`src/rtl/flag_alu_pkg.sv`:
```
package flag_alu_pkg;

  localparam int FLAG_W = 6;
  localparam int CF_BIT = 0;
  localparam int PF_BIT = 1;
  localparam int AF_BIT = 2;
  localparam int ZF_BIT = 3;
  localparam int SF_BIT = 4;
  localparam int OF_BIT = 5;

  localparam int OPSEL_W = 3;

  typedef enum logic [OPSEL_W-1:0] {
    OP_ADD = 3'd0,
    OP_SUB = 3'd1,
    OP_AND = 3'd2,
    OP_OR  = 3'd3,
    OP_XOR = 3'd4
  } aluOp_e;

  typedef enum logic [1:0] {
    LOG_AND = 2'd0,
    LOG_OR  = 2'd1,
    LOG_XOR = 2'd2
  } logicSel_e;

  // Strobes from control to datapath
  typedef struct packed {
    logic      load;
    logic      subMode;
    logic      logicOp;
    logicSel_e logicSel;
    logic      wide;
  } aluStrobe_t;

endpackage

```
`src/rtl/flag_alu_ctrl.sv`:
```
module flag_alu_ctrl
  import flag_alu_pkg::*;
(
  input  logic               validIn,
  input  logic [OPSEL_W-1:0] opSel,
  input  logic               wideSel,
  output aluStrobe_t         strobe
);

  always_comb begin
    strobe          = '0;
    strobe.logicSel = LOG_AND;
    strobe.wide     = wideSel;
    case (opSel)
      OP_ADD: begin
        strobe.load = validIn;
      end
      OP_SUB: begin
        strobe.load    = validIn;
        strobe.subMode = 1'b1;
      end
      OP_AND: begin
        strobe.load     = validIn;
        strobe.logicOp  = 1'b1;
        strobe.logicSel = LOG_AND;
      end
      OP_OR: begin
        strobe.load     = validIn;
        strobe.logicOp  = 1'b1;
        strobe.logicSel = LOG_OR;
      end
      OP_XOR: begin
        strobe.load     = validIn;
        strobe.logicOp  = 1'b1;
        strobe.logicSel = LOG_XOR;
      end
      default: begin
        strobe.load = 1'b0;
      end
    endcase
  end

endmodule

```
`src/rtl/flag_alu_dp.sv`:
```
module flag_alu_dp
  import flag_alu_pkg::*;
#(
  parameter int DATA_W = 16,
  parameter int LANE_W = 8,
  parameter int NIB_W  = 4
) (
  input  logic              clk,
  input  logic              rstN,
  input  logic [DATA_W-1:0] opA,
  input  logic [DATA_W-1:0] opB,
  input  aluStrobe_t        strobe,
  output logic [DATA_W-1:0] result,
  output logic [FLAG_W-1:0] flags
);

  localparam int UPPER_W = DATA_W - LANE_W;

  logic [DATA_W-1:0] bEff;
  logic [DATA_W:0]   sumAll;
  logic [DATA_W-1:0] logicRes;
  logic [DATA_W-1:0] rawRes;
  logic [DATA_W-1:0] nextRes;
  logic              laneCarry;
  logic              nibCarry;
  logic              carryOut;
  logic              aMsb;
  logic              bMsb;
  logic              rMsb;
  logic              cfNext;
  logic              ofNext;
  logic              afNext;
  logic              zfNext;
  logic              sfNext;
  logic              pfNext;

  // One shared adder; subtraction is A + ~B + 1
  assign bEff   = strobe.subMode ? ~opB : opB;
  assign sumAll = {1'b0, opA} + {1'b0, bEff} + {{DATA_W{1'b0}}, strobe.subMode};

  // Carry into a bit is recovered from the sum and its two inputs
  assign laneCarry = opA[LANE_W] ^ bEff[LANE_W] ^ sumAll[LANE_W];
  assign nibCarry  = opA[NIB_W]  ^ bEff[NIB_W]  ^ sumAll[NIB_W];

  always_comb begin
    case (strobe.logicSel)
      LOG_OR:  logicRes = opA | opB;
      LOG_XOR: logicRes = opA ^ opB;
      default: logicRes = opA & opB;
    endcase
  end

  assign rawRes = strobe.logicOp ? logicRes : sumAll[DATA_W-1:0];

  // Size select: pick the top bit and carry of the active lane
  always_comb begin
    if (strobe.wide) begin
      nextRes  = rawRes;
      carryOut = sumAll[DATA_W];
      aMsb     = opA[DATA_W-1];
      bMsb     = bEff[DATA_W-1];
      rMsb     = rawRes[DATA_W-1];
    end else begin
      nextRes  = {{UPPER_W{1'b0}}, rawRes[LANE_W-1:0]};
      carryOut = laneCarry;
      aMsb     = opA[LANE_W-1];
      bMsb     = bEff[LANE_W-1];
      rMsb     = rawRes[LANE_W-1];
    end
  end

  always_comb begin
    cfNext = 1'b0;
    ofNext = 1'b0;
    afNext = 1'b0;
    if (!strobe.logicOp) begin
      cfNext = carryOut ^ strobe.subMode;
      afNext = nibCarry ^ strobe.subMode;
      ofNext = (aMsb == bMsb) && (rMsb != aMsb);
    end
    sfNext = rMsb;
    zfNext = (nextRes == '0);
    pfNext = ~^nextRes[LANE_W-1:0];
  end

  always_ff @(posedge clk or negedge rstN) begin
    if (!rstN) begin
      result <= '0;
      flags  <= '0;
    end else if (strobe.load) begin
      result         <= nextRes;
      flags[OF_BIT]  <= ofNext;
      flags[SF_BIT]  <= sfNext;
      flags[ZF_BIT]  <= zfNext;
      flags[AF_BIT]  <= afNext;
      flags[PF_BIT]  <= pfNext;
      flags[CF_BIT]  <= cfNext;
    end
  end

endmodule

```
`src/rtl/flag_alu.sv`:
```
module flag_alu
  import flag_alu_pkg::*;
#(
  parameter int DATA_W = 16,
  parameter int LANE_W = 8,
  parameter int NIB_W  = 4
) (
  input  logic              clk,
  input  logic              rstN,
  input  logic              validIn,
  input  logic [2:0]        opSel,
  input  logic              wideSel,
  input  logic [DATA_W-1:0] opA,
  input  logic [DATA_W-1:0] opB,
  output logic [DATA_W-1:0] result,
  output logic [5:0]        flags
);

  aluStrobe_t strobe;

  flag_alu_ctrl ctrl_i (
    .validIn (validIn),
    .opSel   (opSel),
    .wideSel (wideSel),
    .strobe  (strobe)
  );

  flag_alu_dp #(
    .DATA_W (DATA_W),
    .LANE_W (LANE_W),
    .NIB_W  (NIB_W)
  ) dp_i (
    .clk    (clk),
    .rstN   (rstN),
    .opA    (opA),
    .opB    (opB),
    .strobe (strobe),
    .result (result),
    .flags  (flags)
  );

endmodule

```
`config.mk`:
```
export PLATFORM = sky130hd
export DESIGN_NAME = flag_alu
export DESIGN_NICKNAME = d
export VERILOG_FILES = /design/src/rtl/flag_alu_pkg.sv /design/src/rtl/flag_alu_ctrl.sv /design/src/rtl/flag_alu_dp.sv /design/src/rtl/flag_alu.sv
export SDC_FILE = /design/constraint.sdc
export NUM_CORES = 1
export LEC_CHECK = 0
export ABC_CLOCK_PERIOD_IN_PS = 1490
export BUFFER_PORTS_ARGS = -buffer_cell sky130_fd_sc_hd__buf_2
export CAP_MARGIN = 25
export CORE_AREA = 2 2 109 79
export CTS_CLUSTER_SIZE = 30
export DETAILED_ROUTE_END_ITERATION = 12
export DIE_AREA = 0 0 111 81
export GPL_TIMING_DRIVEN = 1
export PLACE_DENSITY_LB_ADDON = 0.08
export SYNTH_ARGS = -nofsm -noshare
export SYNTH_HDL_FRONTEND = slang
export SYNTH_SLANG_ARGS = --single-unit
```
`constraint.sdc`:
```
create_clock -name clk -period 1.49 [get_ports clk]
set_clock_uncertainty 0.1 [all_clocks]
set_input_delay 0.2235 -clock clk [delete_from_list [all_inputs] [get_ports clk]]
set_output_delay 0.2235 -clock clk [all_outputs]
set_load 0.03 [all_outputs]
```
==> results of run 1 <==
## report_power, final
group          leakage, nW  internal (mW)  switching, mW
Clock               0.0442          0.409          0.201
Combinational         2.15           1.26           1.33
Sequential           0.280          0.725         0.0578
## registers in the layout, summed over array words and instances, names as in the netlist
name         flops
dp_i.flags       6
dp_i.result     16
## kinds of logic (layout without fill, tap and decap cells)
family | Yosys count | in the layout | synth area share, %
compound gates | 101 | 101 | 23.2
xor+xnor | 33 | 33 | 10.0
fa+ha+maj | 55 | 55 | 23.5
buf+inv | 50 | 226 | 6.60
flops | 22 | 22 | 18.6
mux | 10 | 10 | 3.77
simple gates | 91 | 91 | 14.2
## how the worst min path moves through the flow
stage / from / end / cells after the start
4_1_cts: validIn / dp_i.flags[5]$_DFFE_PN0P_ / 4
6_report: validIn / dp_i.flags[5]$_DFFE_PN0P_ / 4
3_5_place_dp: rstN / dp_i.result[1]$_DFFE_PN0P_ / 1
2_1_floorplan: rstN / dp_i.flags[0]$_DFFE_PN0P_ / 0
3_3_place_gp: rstN / dp_i.result[1]$_DFFE_PN0P_ / 1
5_1_grt: validIn / dp_i.flags[5]$_DFFE_PN0P_ / 4
## repair_timing
item | 4_1_cts | 5_1_grt
buffers inserted | 17 | 9
pin swaps | 37 | 40
hold endpoints to repair | 22 | 0
gates resized for setup | 64 | 29
hold buffers | 1 | 0
setup endpoints to repair | 22 | 22
## metal layers
metal	global-route usage, %	vias up	wire length [um]
met3	1.42	12	412
met5	0	-	0
met4	5.25	0	164
met2	34.7	66	4210
li1	-	1635	-
met1	30.2	1505	4750
## cells in the mapped netlist (2+ instances only)
library cell / instances
nand2_1: 39
nand4_1: 4
ha_1: 54
or4_1: 2
nor3_1: 2
nor2_1: 21
inv_1: 34
clkbuf_1: 8
xnor2_1: 24
buf_1: 4
a211oi_1: 2
buf_2: 3
o22a_1: 3
a31oi_1: 2
o21ai_0: 24
dfrtp_1: 22
o211ai_1: 2
nand3_1: 8
and2_1: 2
a22oi_1: 2
a21o_1: 3
o2111ai_1: 2
o41ai_2: 2
a21oi_1: 34
and3_1: 4
o221ai_1: 10
mux2_2: 9
xor2_1: 8
a22o_1: 2
## layout make-up
type	instances	area (um2)	share of cell area [%]
multi-input cells	290	2630	53.6
repair buffers	188	1380	28.1
flip-flops and latches	22	551	11.2
well taps	105	131	2.68
inverters	34	128	2.60
clock buffers	4	88.8	1.81
==> results by group, run 1 <==
Synth
  • EDFF count, synth: 0
  • Top_reg_cell synth: dfrtp_1
  • Synth warn: 0
  • Mapped Area: 2960 um2
  • Synth top area cells: ha_1 23%, dfrtp_1 19%, xnor2_1 7.1%
  • Synth top area share: between 20% and 30%
  • Ys async rst share: 100%
  • Distinct cells, synth: 55
  • Synthesized area per cell: 8.16 um2
  • Seq/Total Area, Yosys: 18.6%
  • Cell taking the most area after synthesis: ha_1
  • Syn Inst Count: 362
  • Net count after synthesis: 456
  • #FFs+latches synth: 22

GRT
  • GRT Util Overall: between 20% and 30%
  • GR Overflow Total: 0
  • Vias in the first global route: slightly above 3,000
  • First-pass GRT wire length: 15.2 mm
  • Initial antenna violation count: 0
  • Largest net degree at the start of global routing: 35

Route
  • Vias: between 3,000 and 4,000
  • Vias per std cell: around 5.0
  • Avg WL per Cell: 14.8 um
  • Drt pass-1 iters: 4
  • Final antenna-violating net count: 0
  • Iter 0 DRT Violations: approximately 190
  • Routed WL: 9.54 mm
  • Post-route DRC: 0

Setup path
  • Slowest CP cell: or4_1
  • Worst r2r dst: dp_i.result[14]$_DFFE_PN0P_
  • Delay of the slowest critical-path stage: roughly 0.45 ns
  • Critical path endpoint: dp_i.flags[3]$_DFFE_PN0P_
  • Crit-path cells: buf_8 > nor3b_4 > buf_12 > buf_6 > xnor2_4 > buf_4 > ha_2 > a21oi_1 > o211ai_2 > a211o_1 > nand3_2 > ha_4 > nand4_1 > or4_1 > or4_1 > o41ai_2
  • Crit path DAT: around 3.5 ns
  • R2R depth: 1
  • Reg2reg setup slack: 0.64 ns
  • Worst-path fanout max: 5
  • Crit Path Class: in2reg
  • CP bufs+invs: 4
  • Setup crit end kind: flip-flop
  • Crit-path most repeated cell: or4_1
  • Delay-heaviest family, CP: simple AND/OR/NAND/NOR gates
  • Critical Path RT: around 1.5 ns
  • CP startpoint kind: primary input
  • Crit. path cell count: 16
  • Crit path from: opSel[1]
  • Worst reg2reg startpoint: dp_i.result[14]$_DFFE_PN0P_

Power
  • Tot Pwr: roughly 4.0 mW
  • Leakage: approximately 2.5 nW
  • Max IR drop VDD: approximately 0.9 mV
  • Power density over the cells: 812 nW/um2

STA
  • Maximum clock frequency: between 200 and 300 MHz
  • Post-layout min period: approximately 3.4 ns
  • WHS: between 0.3 and 0.4 ns
  • Max transition margin: between 60% and 70%
  • RSZ-0062 raised after global routing: yes
  • Final-report setup violation count: 21
  • Period Utilization, post-route: 230%
  • Post-Route Setup TNS: -24.25 ns
  • Max-slew violation count: 0
  • Setup WS post-layout: -1.94 ns
  • Worst Tran Pin Value: 0.495 ns
  • Final number of hold-violating endpoints: 0

Clock network
  • CTS clk-pin slew, worst paths: approximately 0.05 ns
  • CTS root buf: clkbuf_16
  • Number of H-tree levels: 1
  • Total CTS buffers: 3
  • Worst skew pair latency: 0.25 ns
  • Clock Tree Buf Depth: 2
  • TritonCTS clock tree: built
  • Clk sinks: 22

Floorplan
  • # IOs: 61
  • Placement Rows: 28
  • Die height: a little over 80 um
  • Total die area: between 8000 and 9000 um2
  • Die Wd: around 110 um
  • Initial Utilization: 36.5%
  • CORE AREA: 8090 um2

Layout
  • Post-route insts no fill: between 600 and 700
  • Antenna Cells: 0
  • Layout Nets: between 600 and 700
  • Commonest non-fill, non-tap cells in the layout: 107 x buf_4, 57 x buf_2, 49 x ha_1
  • Post-route cell area: about 4900 um2
  • P&R area growth vs syn: 66.2%
  • Leading cell type in the layout, fill and taps excluded: buf_4
  • Layout cells sized above 1: roughly 50%
  • Layout Utilization: about three fifths
  • Fillcell total: roughly 720

Status
  • Failing checks: negative setup slack
  • Status: complete, but fails checks

Placement
  • Placed Cells incl. Taps: between 600 and 700
  • Pre-CTS setup slack: -2.36 ns
  • Dpl cell area: around 4300 um2
  • Buffers on Ports: 60
  • Post-DP HPWL: about 7.4 mm
  • Gpl congestion: slightly above 0.8

Job
  • Max_cap viols: 0

Hold path
  • HP Class: in2reg
No activity file was read; power rests on OpenSTA's default activity.
==> run 2: changes to the inputs <==
--- a/config.mk
+++ b/config.mk
@@ -9,6 +9,7 @@
 export BUFFER_PORTS_ARGS = -buffer_cell sky130_fd_sc_hd__buf_2
 export CAP_MARGIN = 25
 export CORE_AREA = 2 2 109 79
+export CTS_BUF_LIST = sky130_fd_sc_hd__clkbuf_2
 export CTS_CLUSTER_SIZE = 30
 export DETAILED_ROUTE_END_ITERATION = 12
 export DIE_AREA = 0 0 111 81
==> run 2 against run 1 <==
Effect of this change:
- the flow still finishes with violations (negative setup slack)
- setup slack gained 0.066 ns
- wire length decreased by 0.36%
- utilization shrank 0.90 points
- clock power is 63% lower
- sequential power about the same
- die area is the same
- final area down 1.5%
- count of clock-buffer cells in the layout down 1
- critical path type unchanged
- largest power group unchanged
==> results by group, run 2 (synthesized netlist as in run 1, its figures left out) <==
Clock network
  • Worst skew pair latency: 0.31 ns (+0.06 ns)
  • Total CTS buffers: 3 (unchanged)
  • Clock Tree Buf Depth: 2 (unchanged)
  • CTS root buf: clkbuf_2
  • Clk sinks: 22 (unchanged)
  • Number of H-tree levels: 1 (unchanged)
  • CTS clk-pin slew, worst paths: 0.19 ns (+0.14 ns)
  • TritonCTS clock tree: built

Layout
  • Top reg by flops: dp_i.result
  • P&R area growth vs syn: 63.7%
  • Top Registers: dp_i.result: 16 flops, dp_i.flags: 6 flops
  • Layout Nets: 634 (+0.16%)
  • Antenna Cells: 0 (unchanged)
  • Leading cell type in the layout, fill and taps excluded: buf_4
  • Layout Utilization: 59.8% (-0.90 points)
  • Commonest non-fill, non-tap cells in the layout: 108 x buf_4, 57 x buf_2, 50 x ha_1
  • Layout cells sized above 1: 49.7% (-0.092 points)
  • Post-route insts no fill: 644 (+0.16%)
  • Max FFs per register: 16 (unchanged)

Route
  • Final antenna-violating net count: 0 (unchanged)
  • Post-route DRC: 0 (unchanged)
  • Drt pass-1 iters: 4 (unchanged)
  • Vias: 3,232 (+0.44%)
  • Avg WL per Cell: 14.8 um (-0.51%)
  • Vias per std cell: 5.02 (+0.28%)
  • Iter 0 DRT Violations: 158 (-16%)
  • Routed WL: 9.51 mm (-0.36%)

Setup path
  • Reg2reg setup slack: 0.63 ns (about the same)
  • Worst r2r dst: dp_i.result[14]$_DFFE_PN0P_
  • Setup crit end kind: flip-flop
  • Worst-path fanout max: 5 (unchanged)
  • R2R depth: 1 (unchanged)
  • Crit Path Class: in2reg
  • Worst reg2reg startpoint: dp_i.result[14]$_DFFE_PN0P_
  • Critical Path RT: 1.62 ns (+0.08 ns)
  • CP startpoint kind: primary input
  • Crit path DAT: 3.49 ns (about the same)

Hold path
  • Hold path startpoint: validIn
  • Hold worst-path end: dp_i.flags[5]$_DFFE_PN0P_
  • HP Class: in2reg
  • Hold Path Cell Cnt: 4 (unchanged)

Status
  • Status: complete, but fails checks
  • Failing checks: negative setup slack

STA
  • Final number of hold-violating endpoints: 0 (unchanged)
  • Setup WS post-layout: -1.87 ns (+0.0656 ns)
  • Final-report setup violation count: 21 (unchanged)
  • Max-slew violation count: 0 (unchanged)
  • Max transition margin: 67.0% (about the same)
  • Post-layout min period: 3.36 ns (-0.0656 ns)
  • Worst Tran Pin Value: 0.495 ns (+0.000418 ns)
  • Maximum clock frequency: 297 MHz (+2.0%)
  • Period Utilization, post-route: 226% (-4.4 points)
  • RSZ-0062 raised after global routing: yes

Placement
  • Placed Cells incl. Taps: 621 (unchanged)
  • Gpl congestion: 0.812 (unchanged)
  • Buffers on Ports: 60 (unchanged)
  • Pre-CTS setup slack: -2.36 ns (unchanged)
  • Post-DP HPWL: 7.38 mm (unchanged)

GRT
  • Largest net degree at the start of global routing: 35 (unchanged)
  • First-pass GRT wire length: 15.1 mm (-0.42%)
  • Initial antenna violation count: 0 (unchanged)
  • GRT Util Overall: 20.8% (-0.19 points)
  • Vias in the first global route: 3,061 (-0.42%)
  • GR Overflow Total: 0 (unchanged)

Floorplan
  • CORE AREA: 8090 um2 (unchanged)
  • Die Wd: 111 um (unchanged)
  • Initial Utilization: 36.5% (unchanged)
  • # IOs: 61 (unchanged)
  • Placement Rows: 28 (unchanged)
  • Die height: 81 um (unchanged)
  • Total die area: 8990 um2 (unchanged)

Power
  • Tot Pwr: 3.61 mW (-9.5%)
  • Max IR drop VDD: 0.742 mV (-15%)
  • Leakage: 2.45 nW (-1.0%)
  • Power density over the cells: 745 nW/um2 (-8.2%)

Job
  • Max_cap viols: 0 (unchanged)
[run 2: changes by cell type in the layout (fill, tap and decap cells not counted), sizes merged]
cell / delta
clkbuf: -1
buf: +1
clkinv: +1
[run 2: worst max-delay path, cell delays in order]
cell and delay [ns]:
buf_8 0.10, nor3b_4 0.24, buf_12 0.17, xnor2_4 0.14, ha_4 0.23, a31o_4 0.22
a221oi_4 0.32, buf_4 0.16, xor2_1 0.16, nand2_1 0.09, o221ai_2 0.10, ha_1 0.19
nand4_1 0.07, or4_1 0.45, or4_1 0.42, o41ai_2 0.19
[run 2: routing by layer]
layer | up-vias | global-route usage (%) | wire [um]
li1 | 1638 | - | -
met1 | 1514 | 30.3 | 4820
met2 | 68 | 34.6 | 4170
met3 | 12 | 1.42 | 364
met4 | 0 | 3.75 | 149
met5 | - | 0 | 0
[run 2: power breakdown]
part	total (mW)	switching, mW	internal [mW]
Combinational	2.60	1.34	1.26
Sequential	0.781	0.0585	0.722
Clock	0.227	0.169	0.0584
Total	3.61	1.56	2.04
[run 2: worst max-delay path by stage]
stage	start	to	slack, ns
6_report	opSel[1]	dp_i.flags[3]$_DFFE_PN0P_	-1.87
5_1_grt	opSel[1]	dp_i.flags[3]$_DFFE_PN0P_	-2.04
4_1_cts	opSel[2]	dp_i.flags[3]$_DFFE_PN0P_	-1.79
3_5_place_dp	opSel[0]	dp_i.flags[3]$_DFFE_PN0P_	-2.36
3_3_place_gp	opSel[0]	dp_i.flags[3]$_DFFE_PN0P_	-2.30
2_1_floorplan	opSel[1]	dp_i.flags[3]$_DFFE_PN0P_	-2.31
[run 2: layout make-up]
cell class / instances / area [um2]
Clock buffer: 3 / 15.0
Clock inverter: 1 / 3.75
Fill cell: 726 / 3250
Inverter: 34 / 128
Multi-Input combinational cell: 290 / 2620
Sequential cell: 22 / 551
Tap cell: 105 / 131
Timing Repair Buffer: 189 / 1390
[run 2: what timing repair did]
item | in CTS | in global routing
gates resized for setup | 60 | 32
endpoints found under the hold margin | 22 | 0
pin swaps | 37 | 39
hold buffers | 1 | 0
buffers inserted | 17 | 9
endpoints found under the setup margin | 21 | 22
[run 2: metrics by stage]
stage | hold slack, ns | cell area (um2) | TNS (ns)
CTS | 0.231 | 4680 | -21.36
finish | 0.233 | 4840 | -22.69
detailed placement | 0.114 | 4270 | -31.15
global placement | 0.112 | 4270 | -30.35
global route | 0.201 | 4840 | -24.75
floorplan | -0.172 | 3100 | -26.01
==> run 3: changes to the inputs <==
--- a/config.mk
+++ b/config.mk
@@ -15,6 +15,7 @@
 export DIE_AREA = 0 0 111 81
 export GPL_TIMING_DRIVEN = 1
 export PLACE_DENSITY_LB_ADDON = 0.08
+export RECOVER_POWER = 50
 export SYNTH_ARGS = -nofsm -noshare
 export SYNTH_HDL_FRONTEND = slang
 export SYNTH_SLANG_ARGS = --single-unit
==> run 3 against run 2 <==
Effect of this change:
- register-to-register slack about the same
- utilization is the same
- clock power hardly changed
- the run still ends with negative setup slack left
- combinational power barely moved
==> results by group, run 3 (synthesized netlist as in run 1, its figures left out) <==
Power
  • Switch share: 43.3% (about the same)
  • Clk network pwr share: 6.3% (about the same)
  • P_int: 2.04 mW (about the same)
  • Power density over the cells: 745 nW/um2 (unchanged)
  • Switching power: 1.56 mW (about the same)
  • Reg power frac: 21.6% (about the same)
  • Max IR drop VDD: 0.742 mV (unchanged)
  • Logic pwr share: 72.1% (about the same)
  • Leakage: 2.45 nW (about the same)

GRT
  • GRT Util Overall: 20.8% (unchanged)
  • Initial antenna violation count: 0 (unchanged)
  • GR Overflow Total: 0 (unchanged)
  • First-pass GRT wire length: 15.1 mm (unchanged)
  • Largest net degree at the start of global routing: 35 (unchanged)
  • Vias in the first global route: 3,061 (unchanged)

STA
  • RSZ-0062 raised after global routing: yes
  • Maximum clock frequency: 297 MHz (unchanged)
  • Max-slew violation count: 0 (unchanged)
  • Worst Tran Pin Value: 0.551 ns (+0.0556 ns)
  • WHS: 0.233 ns (unchanged)
  • Post-layout min period: 3.36 ns (unchanged)
  • Setup WS post-layout: -1.87 ns (unchanged)
  • Max transition margin: 63.3% (-3.7 points)
  • Final number of hold-violating endpoints: 0 (unchanged)
  • Period Utilization, post-route: 226% (unchanged)
  • Final-report setup violation count: 21 (unchanged)

Hold path
  • Hold worst-path end: dp_i.flags[5]$_DFFE_PN0P_
  • Hold path startpoint: validIn
  • HP Class: in2reg
  • Hold Path Cell Cnt: 4 (unchanged)

Layout
  • Layout cells sized above 1: 49.7% (unchanged)
  • Fillcell total: 726 (unchanged)
  • P&R area growth vs syn: 63.7% (unchanged)
  • Max FFs per register: 16 (unchanged)
  • Commonest non-fill, non-tap cells in the layout: 108 x buf_4, 56 x buf_2, 50 x ha_1
  • FF+latch area: 551 um2 (unchanged)
  • Layout Nets: 634 (unchanged)
  • Top reg by flops: dp_i.result
  • Leading cell type in the layout, fill and taps excluded: buf_4
  • Antenna Cells: 0 (unchanged)
  • Top Registers: dp_i.result: 16 flops, dp_i.flags: 6 flops
  • Area of the multi-input gates: 2620 um2 (unchanged)

Route
  • Post-route DRC: 0 (unchanged)
  • Drt pass-1 iters: 4 (unchanged)
  • Iter 0 DRT Violations: 158 (unchanged)
  • Routed WL: 9.51 mm (about the same)
  • Vias: 3,232 (unchanged)
  • Avg WL per Cell: 14.8 um (about the same)
  • Final antenna-violating net count: 0 (unchanged)
  • Vias per std cell: 5.02 (unchanged)

Setup path
  • Worst r2r dst: dp_i.result[14]$_DFFE_PN0P_
  • CP startpoint kind: primary input
  • Critical Path RT: 1.62 ns (about the same)
  • Crit path from: opSel[1]
  • Worst reg2reg startpoint: dp_i.result[14]$_DFFE_PN0P_
  • R2R depth: 1 (unchanged)
  • Worst-path fanout max: 5 (unchanged)
  • Crit Path Class: in2reg
  • Setup crit end kind: flip-flop
  • Reg2reg setup slack: 0.63 ns (about the same)
  • Crit path DAT: 3.49 ns (about the same)

Clock network
  • Clk sinks: 22 (unchanged)
  • Clock Tree Buf Depth: 2 (unchanged)
  • Total CTS buffers: 3 (unchanged)
  • Number of H-tree levels: 1 (unchanged)
  • TritonCTS clock tree: built
  • CTS root buf: clkbuf_2
  • Worst skew pair latency: 0.31 ns (about the same)
  • CTS clk-pin slew, worst paths: 0.19 ns (about the same)

Floorplan
  • Initial Utilization: 36.5% (unchanged)
  • Die height: 81 um (unchanged)
  • Placement Rows: 28 (unchanged)
  • CORE AREA: 8090 um2 (unchanged)
  • Total die area: 8990 um2 (unchanged)
  • # IOs: 61 (unchanged)
  • Die Wd: 111 um (unchanged)

Placement
  • Pre-CTS setup slack: -2.36 ns (unchanged)
  • Post-DP HPWL: 7.38 mm (unchanged)
  • Gpl congestion: 0.812 (unchanged)
  • Buffers on Ports: 60 (unchanged)

Status
  • Failing checks: negative setup slack
  • Status: complete, but fails checks

Job
  • Max_cap viols: 0 (unchanged)
## run 3: area by class of cell
class | instances | share of cell area (%)
Clock buffer | 3 | 0.310
Clock inverter | 1 | 0.0776
Timing Repair Buffer | 189 | 28.7
Multi-Input combinational cell | 290 | 54.2
Inverter | 34 | 2.64
Sequential cell | 22 | 11.4
Tap cell | 105 | 2.72
## run 3: per-layer routing
metal / global-route usage, % / vias up / wire length (um)
met3: 1.42 / 12 / 364
met2: 34.6 / 68 / 4170
li1: - / 1638 / -
met5: 0 / - / 0
met4: 3.75 / 0 / 149
met1: 30.3 / 1514 / 4820
## run 3: timing repair
item                                   4_1_cts  5_1_grt
resized for setup                           60       32
setup buffers                               17        9
hold buffers                                 1        0
gates cloned                                 0        0
pin swaps                                   37       39
endpoints found under the hold margin       22        0
setup endpoints to repair                   21       22
## run 3: worst max path at each step
stage / endpoint / slack, ns / cells after the start
finish: dp_i.flags[3]$_DFFE_PN0P_ / -1.87 / 16
global route: dp_i.flags[3]$_DFFE_PN0P_ / -2.04 / 15
CTS: dp_i.flags[3]$_DFFE_PN0P_ / -1.79 / 15
detailed placement: dp_i.flags[3]$_DFFE_PN0P_ / -2.36 / 15
global placement: dp_i.flags[3]$_DFFE_PN0P_ / -2.30 / 15
floorplan: dp_i.flags[3]$_DFFE_PN0P_ / -2.31 / 16
## run 3: per-stage QoR
stage	area (um2)	util, %	std cells	total power [mW]	setup TNS (ns)
finish	4840	59.8	644	3.61	-22.69
global route	4840	59.8	644	3.87	-24.75
CTS	4680	57.8	641	3.47	-21.36
detailed placement	4270	52.7	621	2.98	-31.15
global placement	4270	52.7	621	2.95	-30.35
floorplan	3100	-	362	2.10	-26.01
## run 3: critical path, stage by stage
cell,delay [ns]
buf_8,0.10
nor3b_4,0.24
buf_12,0.17
xnor2_4,0.14
ha_4,0.23
a31o_4,0.22
a221oi_4,0.32
buf_4,0.16
xor2_1,0.16
nand2_1,0.09
o221ai_2,0.10
ha_1,0.19
nand4_1,0.07
or4_1,0.45
or4_1,0.42
o41ai_2,0.19
## run 3: power groups by stage
stage               sequential, mW  combinational, mW  clock, mW
finish                       0.781               2.60      0.227
global route                 0.800               2.81      0.265
global placement             0.794               2.16          0
floorplan                     1.05               1.05          0
detailed placement           0.796               2.18          0
CTS                          0.783               2.45      0.243
